**src/rtl/ahbfl_pkg.sv**
```systemverilog
package ahbfl_pkg;
    localparam int unsigned ADDR_W = 32;

    typedef enum logic [1:0] {TR_IDLE = 2'd0, TR_BUSY = 2'd1, TR_NSEQ = 2'd2, TR_SEQ = 2'd3} trans_e;

    localparam logic [2:0] BU_SINGLE = 3'd0;
    localparam logic [2:0] BU_INCR   = 3'd1;
    localparam logic [2:0] BU_WRAP4  = 3'd2;
    localparam logic [2:0] BU_INCR4  = 3'd3;
    localparam logic [2:0] BU_WRAP8  = 3'd4;
    localparam logic [2:0] BU_INCR8  = 3'd5;
    localparam logic [2:0] BU_WRAP16 = 3'd6;
    localparam logic [2:0] BU_INCR16 = 3'd7;

    typedef enum logic [2:0] {
        S_OPEN, S_CMD, S_WCAP, S_WPUSH, S_WAITB, S_RD, S_PAD
    } state_e;

    typedef struct packed {
        logic [ADDR_W-1:0] addr;
        logic              write;
        logic [2:0]        size;
        logic              bufable;
        logic [2:0]        burst;
    } xfer_t;
endpackage

```
**src/rtl/ahbfl_burst_map.sv**
```systemverilog
module ahbfl_burst_map
    import ahbfl_pkg::*;
(
    input  logic [2:0] burst,
    output logic [3:0] len_m1,
    output logic       wrap
);
    always_comb begin
        wrap = 1'b0;
        unique case (burst)
            BU_SINGLE:           len_m1 = 4'd0;
            BU_INCR:             len_m1 = 4'd3;
            BU_WRAP4, BU_INCR4:  len_m1 = 4'd3;
            BU_WRAP8, BU_INCR8:  len_m1 = 4'd7;
            default:             len_m1 = 4'd15;
        endcase
        if (burst == BU_WRAP4 || burst == BU_WRAP8 || burst == BU_WRAP16)
            wrap = 1'b1;
    end
endmodule

```
**src/rtl/ahbfl_lane_swap.sv**
```systemverilog
module ahbfl_lane_swap #(
    parameter int unsigned DATA_W = 32
) (
    input  logic              en,
    input  logic [DATA_W-1:0] din,
    output logic [DATA_W-1:0] dout
);
    localparam int unsigned WORDS = DATA_W / 32;

    for (genvar w = 0; w < WORDS; w++) begin : g_word
        for (genvar b = 0; b < 4; b++) begin : g_byte
            assign dout[w*32 + b*8 +: 8] = en ? din[w*32 + (3-b)*8 +: 8]
                                              : din[w*32 + b*8 +: 8];
        end
    end
endmodule

```
**src/rtl/ahbfl_wr_tracker.sv**
```systemverilog
module ahbfl_wr_tracker #(
    parameter int unsigned OUT_W = 4
) (
    input  logic clk,
    input  logic rst,
    input  logic inc,
    input  logic dec,
    output logic none_out
);
    logic [OUT_W-1:0] cnt_q;

    always_ff @(posedge clk) begin
        if (rst) begin
            cnt_q <= '0;
        end else begin
            case ({inc, dec})
                2'b10:   cnt_q <= cnt_q + 1'b1;
                2'b01:   cnt_q <= cnt_q - 1'b1;
                default: cnt_q <= cnt_q;
            endcase
        end
    end

    assign none_out = (cnt_q == '0);
endmodule

```
**src/rtl/ahb_fixlen_adapter.sv**
```systemverilog
module ahb_fixlen_adapter
    import ahbfl_pkg::*;
#(
    parameter int unsigned DATA_W = 32,
    parameter int unsigned OUT_W  = 4
) (
    input  logic                 clk,
    input  logic                 rst,
    input  logic                 big_endian,
    input  logic                 hsel,
    input  logic                 hready_in,
    input  logic [ADDR_W-1:0]    haddr,
    input  logic [1:0]           htrans,
    input  logic                 hwrite,
    input  logic [2:0]           hsize,
    input  logic [2:0]           hburst,
    input  logic [3:0]           hprot,
    input  logic [DATA_W-1:0]    hwdata,
    output logic                 hreadyout,
    output logic                 hresp,
    output logic [DATA_W-1:0]    hrdata,
    output logic                 cmd_valid,
    input  logic                 cmd_ready,
    output logic [ADDR_W-1:0]    cmd_addr,
    output logic                 cmd_write,
    output logic [3:0]           cmd_len,
    output logic                 cmd_wrap,
    output logic [2:0]           cmd_size,
    output logic                 cmd_bufable,
    output logic                 wr_valid,
    input  logic                 wr_ready,
    output logic [DATA_W-1:0]    wr_data,
    output logic [DATA_W/8-1:0]  wr_strb,
    output logic                 wr_last,
    input  logic                 rd_valid,
    output logic                 rd_ready,
    input  logic [DATA_W-1:0]    rd_data,
    input  logic                 bresp_valid
);
    localparam int unsigned STRB_W = DATA_W / 8;
    localparam int unsigned BEAT_W = 5;

    state_e              state_q;
    xfer_t               lat_q;
    logic [BEAT_W-1:0]   beats_q;
    logic                pend_q;
    logic                act_write_q;
    logic [DATA_W-1:0]   wdata_q;
    logic [DATA_W-1:0]   rdata_q;

    logic [3:0]          map_len;
    logic                map_wrap;
    logic [DATA_W-1:0]   wsw, rsw;
    logic                none_out;
    logic                nb_block, cmd_hs, pad_hs, xfer_ok, stop_req, beat_one;

    ahbfl_burst_map u_map (.burst(lat_q.burst), .len_m1(map_len), .wrap(map_wrap));

    ahbfl_lane_swap #(.DATA_W(DATA_W)) u_wsw (.en(big_endian), .din(hwdata),  .dout(wsw));
    ahbfl_lane_swap #(.DATA_W(DATA_W)) u_rsw (.en(big_endian), .din(rd_data), .dout(rsw));

    ahbfl_wr_tracker #(.OUT_W(OUT_W)) u_trk (
        .clk(clk), .rst(rst),
        .inc(cmd_hs && lat_q.write), .dec(bresp_valid),
        .none_out(none_out)
    );

    always_comb begin
        xfer_ok   = hsel && hready_in && htrans[1];
        stop_req  = hready_in && !(hsel && htrans == TR_BUSY);
        beat_one  = (beats_q == BEAT_W'(1));
        nb_block  = lat_q.write && !lat_q.bufable && !none_out;
        hreadyout = (state_q == S_OPEN);
        hresp     = 1'b0;
        hrdata    = rdata_q;
        cmd_valid = (state_q == S_CMD) && !nb_block;
        cmd_hs    = cmd_valid && cmd_ready;
        cmd_addr  = lat_q.addr;
        cmd_write = lat_q.write;
        cmd_len   = map_len;
        cmd_wrap  = map_wrap;
        cmd_size  = lat_q.size;
        cmd_bufable = lat_q.bufable;
        wr_valid  = (state_q == S_WPUSH) || (state_q == S_PAD && act_write_q);
        wr_data   = wdata_q;
        wr_strb   = (state_q == S_PAD) ? '0 : {STRB_W{1'b1}};
        wr_last   = beat_one;
        rd_ready  = (state_q == S_RD) || (state_q == S_PAD && !act_write_q);
        pad_hs    = act_write_q ? wr_ready : rd_valid;
    end

    always_ff @(posedge clk) begin
        if (rst) begin
            state_q     <= S_OPEN;
            lat_q       <= '0;
            beats_q     <= '0;
            pend_q      <= 1'b0;
            act_write_q <= 1'b0;
            wdata_q     <= '0;
            rdata_q     <= '0;
        end else begin
            unique case (state_q)
                S_OPEN: begin
                    if (xfer_ok) begin
                        lat_q <= '{addr: haddr, write: hwrite, size: hsize,
                                   bufable: hprot[2], burst: hburst};
                        if (htrans == TR_NSEQ || beats_q == '0) begin
                            pend_q  <= 1'b1;
                            state_q <= (beats_q != '0) ? S_PAD : S_CMD;
                        end else begin
                            state_q <= hwrite ? S_WCAP : S_RD;
                        end
                    end else if (stop_req && beats_q != '0) begin
                        pend_q  <= 1'b0;
                        state_q <= S_PAD;
                    end
                end
                S_CMD: begin
                    if (cmd_hs) begin
                        beats_q     <= BEAT_W'(map_len) + 1'b1;
                        act_write_q <= lat_q.write;
                        state_q     <= lat_q.write ? S_WCAP : S_RD;
                    end
                end
                S_WCAP: begin
                    wdata_q <= wsw;
                    state_q <= S_WPUSH;
                end
                S_WPUSH: begin
                    if (wr_ready) begin
                        beats_q <= beats_q - 1'b1;
                        state_q <= (!lat_q.bufable && beat_one) ? S_WAITB : S_OPEN;
                    end
                end
                S_WAITB: begin
                    if (none_out) state_q <= S_OPEN;
                end
                S_RD: begin
                    if (rd_valid) begin
                        rdata_q <= rsw;
                        beats_q <= beats_q - 1'b1;
                        state_q <= S_OPEN;
                    end
                end
                S_PAD: begin
                    if (pad_hs) begin
                        beats_q <= beats_q - 1'b1;
                        if (beat_one) state_q <= pend_q ? S_CMD : S_OPEN;
                    end
                end
                default: state_q <= S_OPEN;
            endcase
        end
    end
endmodule

```
**config.mk**
```make
export PLATFORM = sky130hd
export DESIGN_NAME = ahb_fixlen_adapter
export DESIGN_NICKNAME = d
export VERILOG_FILES = /design/src/rtl/ahbfl_pkg.sv /design/src/rtl/ahbfl_burst_map.sv /design/src/rtl/ahbfl_lane_swap.sv /design/src/rtl/ahbfl_wr_tracker.sv /design/src/rtl/ahb_fixlen_adapter.sv
export SDC_FILE = /design/constraint.sdc
export NUM_CORES = 1
export LEC_CHECK = 0
export BUFFER_PORTS_ARGS = -buffer_cell sky130_fd_sc_hd__clkbuf_2
export CELL_PAD_IN_SITES_DETAIL_PLACEMENT = 2
export CELL_PAD_IN_SITES_GLOBAL_PLACEMENT = 2
export CORE_ASPECT_RATIO = 0.75
export CORE_MARGIN = 4
export CORE_UTILIZATION = 23
export CTS_CLUSTER_SIZE = 20
export DETAILED_ROUTE_END_ITERATION = 6
export GPL_TIMING_DRIVEN = 0
export MAX_ROUTING_LAYER = met4
export PLACE_DENSITY_LB_ADDON = 0.1
export SYNTH_ARGS = -nofsm -noshare
export SYNTH_HDL_FRONTEND = slang
export SYNTH_SLANG_ARGS = --single-unit
```
**constraint.sdc**
```tcl
create_clock -name clk -period 3.3 [get_ports clk]
set_input_delay 0.66 -clock clk [delete_from_list [all_inputs] [get_ports clk]]
set_output_delay 0.66 -clock clk [all_outputs]
set_load 0.01 [all_outputs]
```
==> out/metrics.yaml <==
status:
  run_status: "finished, final reports clean"
placed_design:
  io_buffers: 228
  gp_congestion: 0.756
  place_ws_ps: 598
  dpl.hpwl_um: 17400
floorplanning:
  num_io_pins: 234
  start_util_pct: 23.7
  core_area_mm2: 0.0243
  dieArea_mm2: 0.0277
  fp.dieH_um: 145
  die_x_um: 191
  rows: 49
timing:
  tightest_slew_ps: 957
  fin_skew_ps: 7.82
  relSlewSlack_pct: 35.7
  fin_crit_sh_pct: 86.9
  slew_viol_final: 0
  fin_ws_ps: 432
  fmax_mhz: 349
  rsz0062_at_grt: "no"
  fin_setup_tns_ps: 0
  finalSetupViolCount: 0
  hold_viol_final: 0
  min_period_ps: 2870
clock_network:
  cts_max_level: 4
  cts_sinks: 118
  cts-resized-gates: 0
  cts_max_path_buffers: 2
  post_cts_buffers: 0
  cts.clk_slew.worst_paths_ps: 60
  root_buffer: "clkbuf_16"
  cts_inserted_buffers: 17
  cts_tree: "yes"
  clk_latency_ps: 420
  cts_hold_buf: 0
setup_path:
  r2r_start: "u_trk.cnt_q[0]"
  crit_slowest_cell: "dfxtp_1"
  worstPathMaxFanout: 10
  endpoint_kind: "output port"
  slowest_delay_ps: 450
  cp_top_family: "buffers and inverters"
  critPathLaunch: "state_q[2]"
  worst-setup-path-type: "flop to output port"
  cp.arrival_ps: 2210
  start_kind: "flop"
  path_buf_inv: 4
  path_cells: "buf_4 -> clkbuf_1 -> nand3b_1 -> buf_4 -> clkbuf_2"
  required_ps: 2640
  cpMostUsedCell: "buf_4"
yosys:
  syn-instance-count: 677
  async_flop_share_pct: 0
  yosys-top-cells-area: "dfxtp_1, mux2i_1, a211oi_1"
  yosysTopAreaCell: "dfxtp_1"
  synth_top_family_by_area: "compound AO/OA/AOI/OAI gates"
  synth_nets: 801
  netlist.area_leader.share_pct: 41.0
  synth.mux.area_fraction_pct: 12.2
  synth-simple-area-share_pct: 17.0
  synth-edff-count: 0
  syn_area_mm2: 0.00576
  syn_area_per_cell_um2: 8.51
  synth_compound_area_share_pct: 18.0
  synthXorXnorAreaFrac_pct: 0.760
  synthAdderAreaFrac_pct: 1.48
  ys_ff_latch: 118
  yosysSeqAreaShare_pct: 41.0
  synthFlopType: "dfxtp_1"
  yosysWarnings: 0
  ys_types: 55
power_and_ir_drop:
  power_density_mw_per_mm2: 666
  vdd_drop_max_mv: 0.343
  leakagePower_nw: 3.50
job:
  maxCapViolCount: 0
drt:
  drtPass1Iterations: 4
  wire_per_inst_um: 17.7
  via_per_inst: 4.54
  wl_um: 22500
  ant_nets: 0
  vias: 5752
  drc: 0
  drt_iter0_drc: 172
cells_and_area:
  multi_input_area_mm2: 0.00285
  syn_to_final_growth_pct: 37.0
  layout_common_cells: "clkbuf_2, dfxtp_1, nand2_1"
  seq_area_mm2: 0.00236
  fin_nets: 1048
  antenna_cells: 0
  n_fill_cell: 2873
  drive_above_1_share_pct: 34.3
  layout_commonest_cell: "clkbuf_2"
grt:
  grt_pass1_vias: 6184
  overflow: 0
  antenna_found_initial: 0
  grt_usage_pct: 16.6
  grt_max_degree: 17
  grt_pass1_wl_um: 35300
worst_hold_path:
  worstHoldStart: "cmd_addr[1]"
  min_path_type: "flop to flop"
## worst min-delay path, stage by stage, from the launching register on
cell	delay, ps
dfxtp_1	310
nand2_1	50
a21oi_1	50
## path summary, 6_finish.rpt
kind | endpoint | slack [ps] | depth (start not counted)
min | cmd_addr[1] | 460 | 2
min reg2reg | cmd_addr[1] | 460 | 2
max | wr_strb[1] | 430 | 5
max reg2reg | u_trk.cnt_q[2] | 610 | 10
## area by class of cell
class                           instances  share of cell area (%)
Buffer                                 90                    6.66
Clock buffer                           20                    5.66
Clock inverter                         12                    1.62
Multi-Input combinational cell        463                    36.1
Inverter                                6                   0.285
Sequential cell                       118                    29.9
Tap cell                              331                    5.25
Timing Repair Buffer                  228                    14.5
## state kept, by name, indices dropped and copies added (netlist names), 3 cells and up
| name | flops |
|---|---|
| cmd_addr | 32 |
| hrdata | 32 |
| wr_data | 32 |
| beats_q | 5 |
| u_trk.cnt_q | 4 |
| cmd_size | 3 |
| lat_q | 3 |
| state_q | 3 |
## routing by layer
layer  vias up  track usage (%)  wire length, um
li1       2833                -                -
met1      2753             23.0            11300
met2       147             24.4             9610
met3        19             4.25             1330
met4         0             3.98              284
met5         -                -                0
## per-stage QoR
stage                     power (mW)  instances  utilization, %  instance area (um^2)  hold slack [ps]
after floorplan                 2.79        677               -                  5760              437
after global placement          3.43       1236            30.1                  7320              446
after CTS                       5.35       1268            32.4                  7890              433
after detailed placement        3.45       1236            30.1                  7320              452
after global routing            5.61       1268            32.4                  7890              446
final                           5.26       1268            32.4                  7890              457
## cells in the mapped netlist (3+ instances only)
cell	number
a21oi_1	55
nor3_1	6
or3_1	3
dfxtp_1	118
inv_1	6
buf_1	5
mux2i_1	68
and2_1	3
clkbuf_1	29
xor2_1	3
o21ai_0	10
nor3b_1	3
nor2_1	80
nand2b_1	9
nor2b_1	5
ha_1	6
nand3_1	4
buf_4	43
nand2_1	95
a31oi_1	3
a211oi_1	65
buf_2	11
## report_power, final
| part | internal (mW) | switching, mW | leakage (nW) | total, mW |
|---|---|---|---|---|
| registers | 1.64 | 0.135 | 0.959 | 1.77 |
| clock network | 1.13 | 0.730 | 0.273 | 1.86 |
| logic | 0.651 | 0.976 | 2.27 | 1.63 |
| total | 3.42 | 1.84 | 3.50 | 5.26 |
## cells by family after synthesis
logic type / count (synthesis)
AOI/OAI and AO/OA: 158
xor gates and xnor gates: 5
adders and majority gates: 7
buffers and inverters: 96
DFF: 118
muxes: 70
other: 1
and+or+nand+nor: 222
No activity file was read; power rests on OpenSTA's default activity.
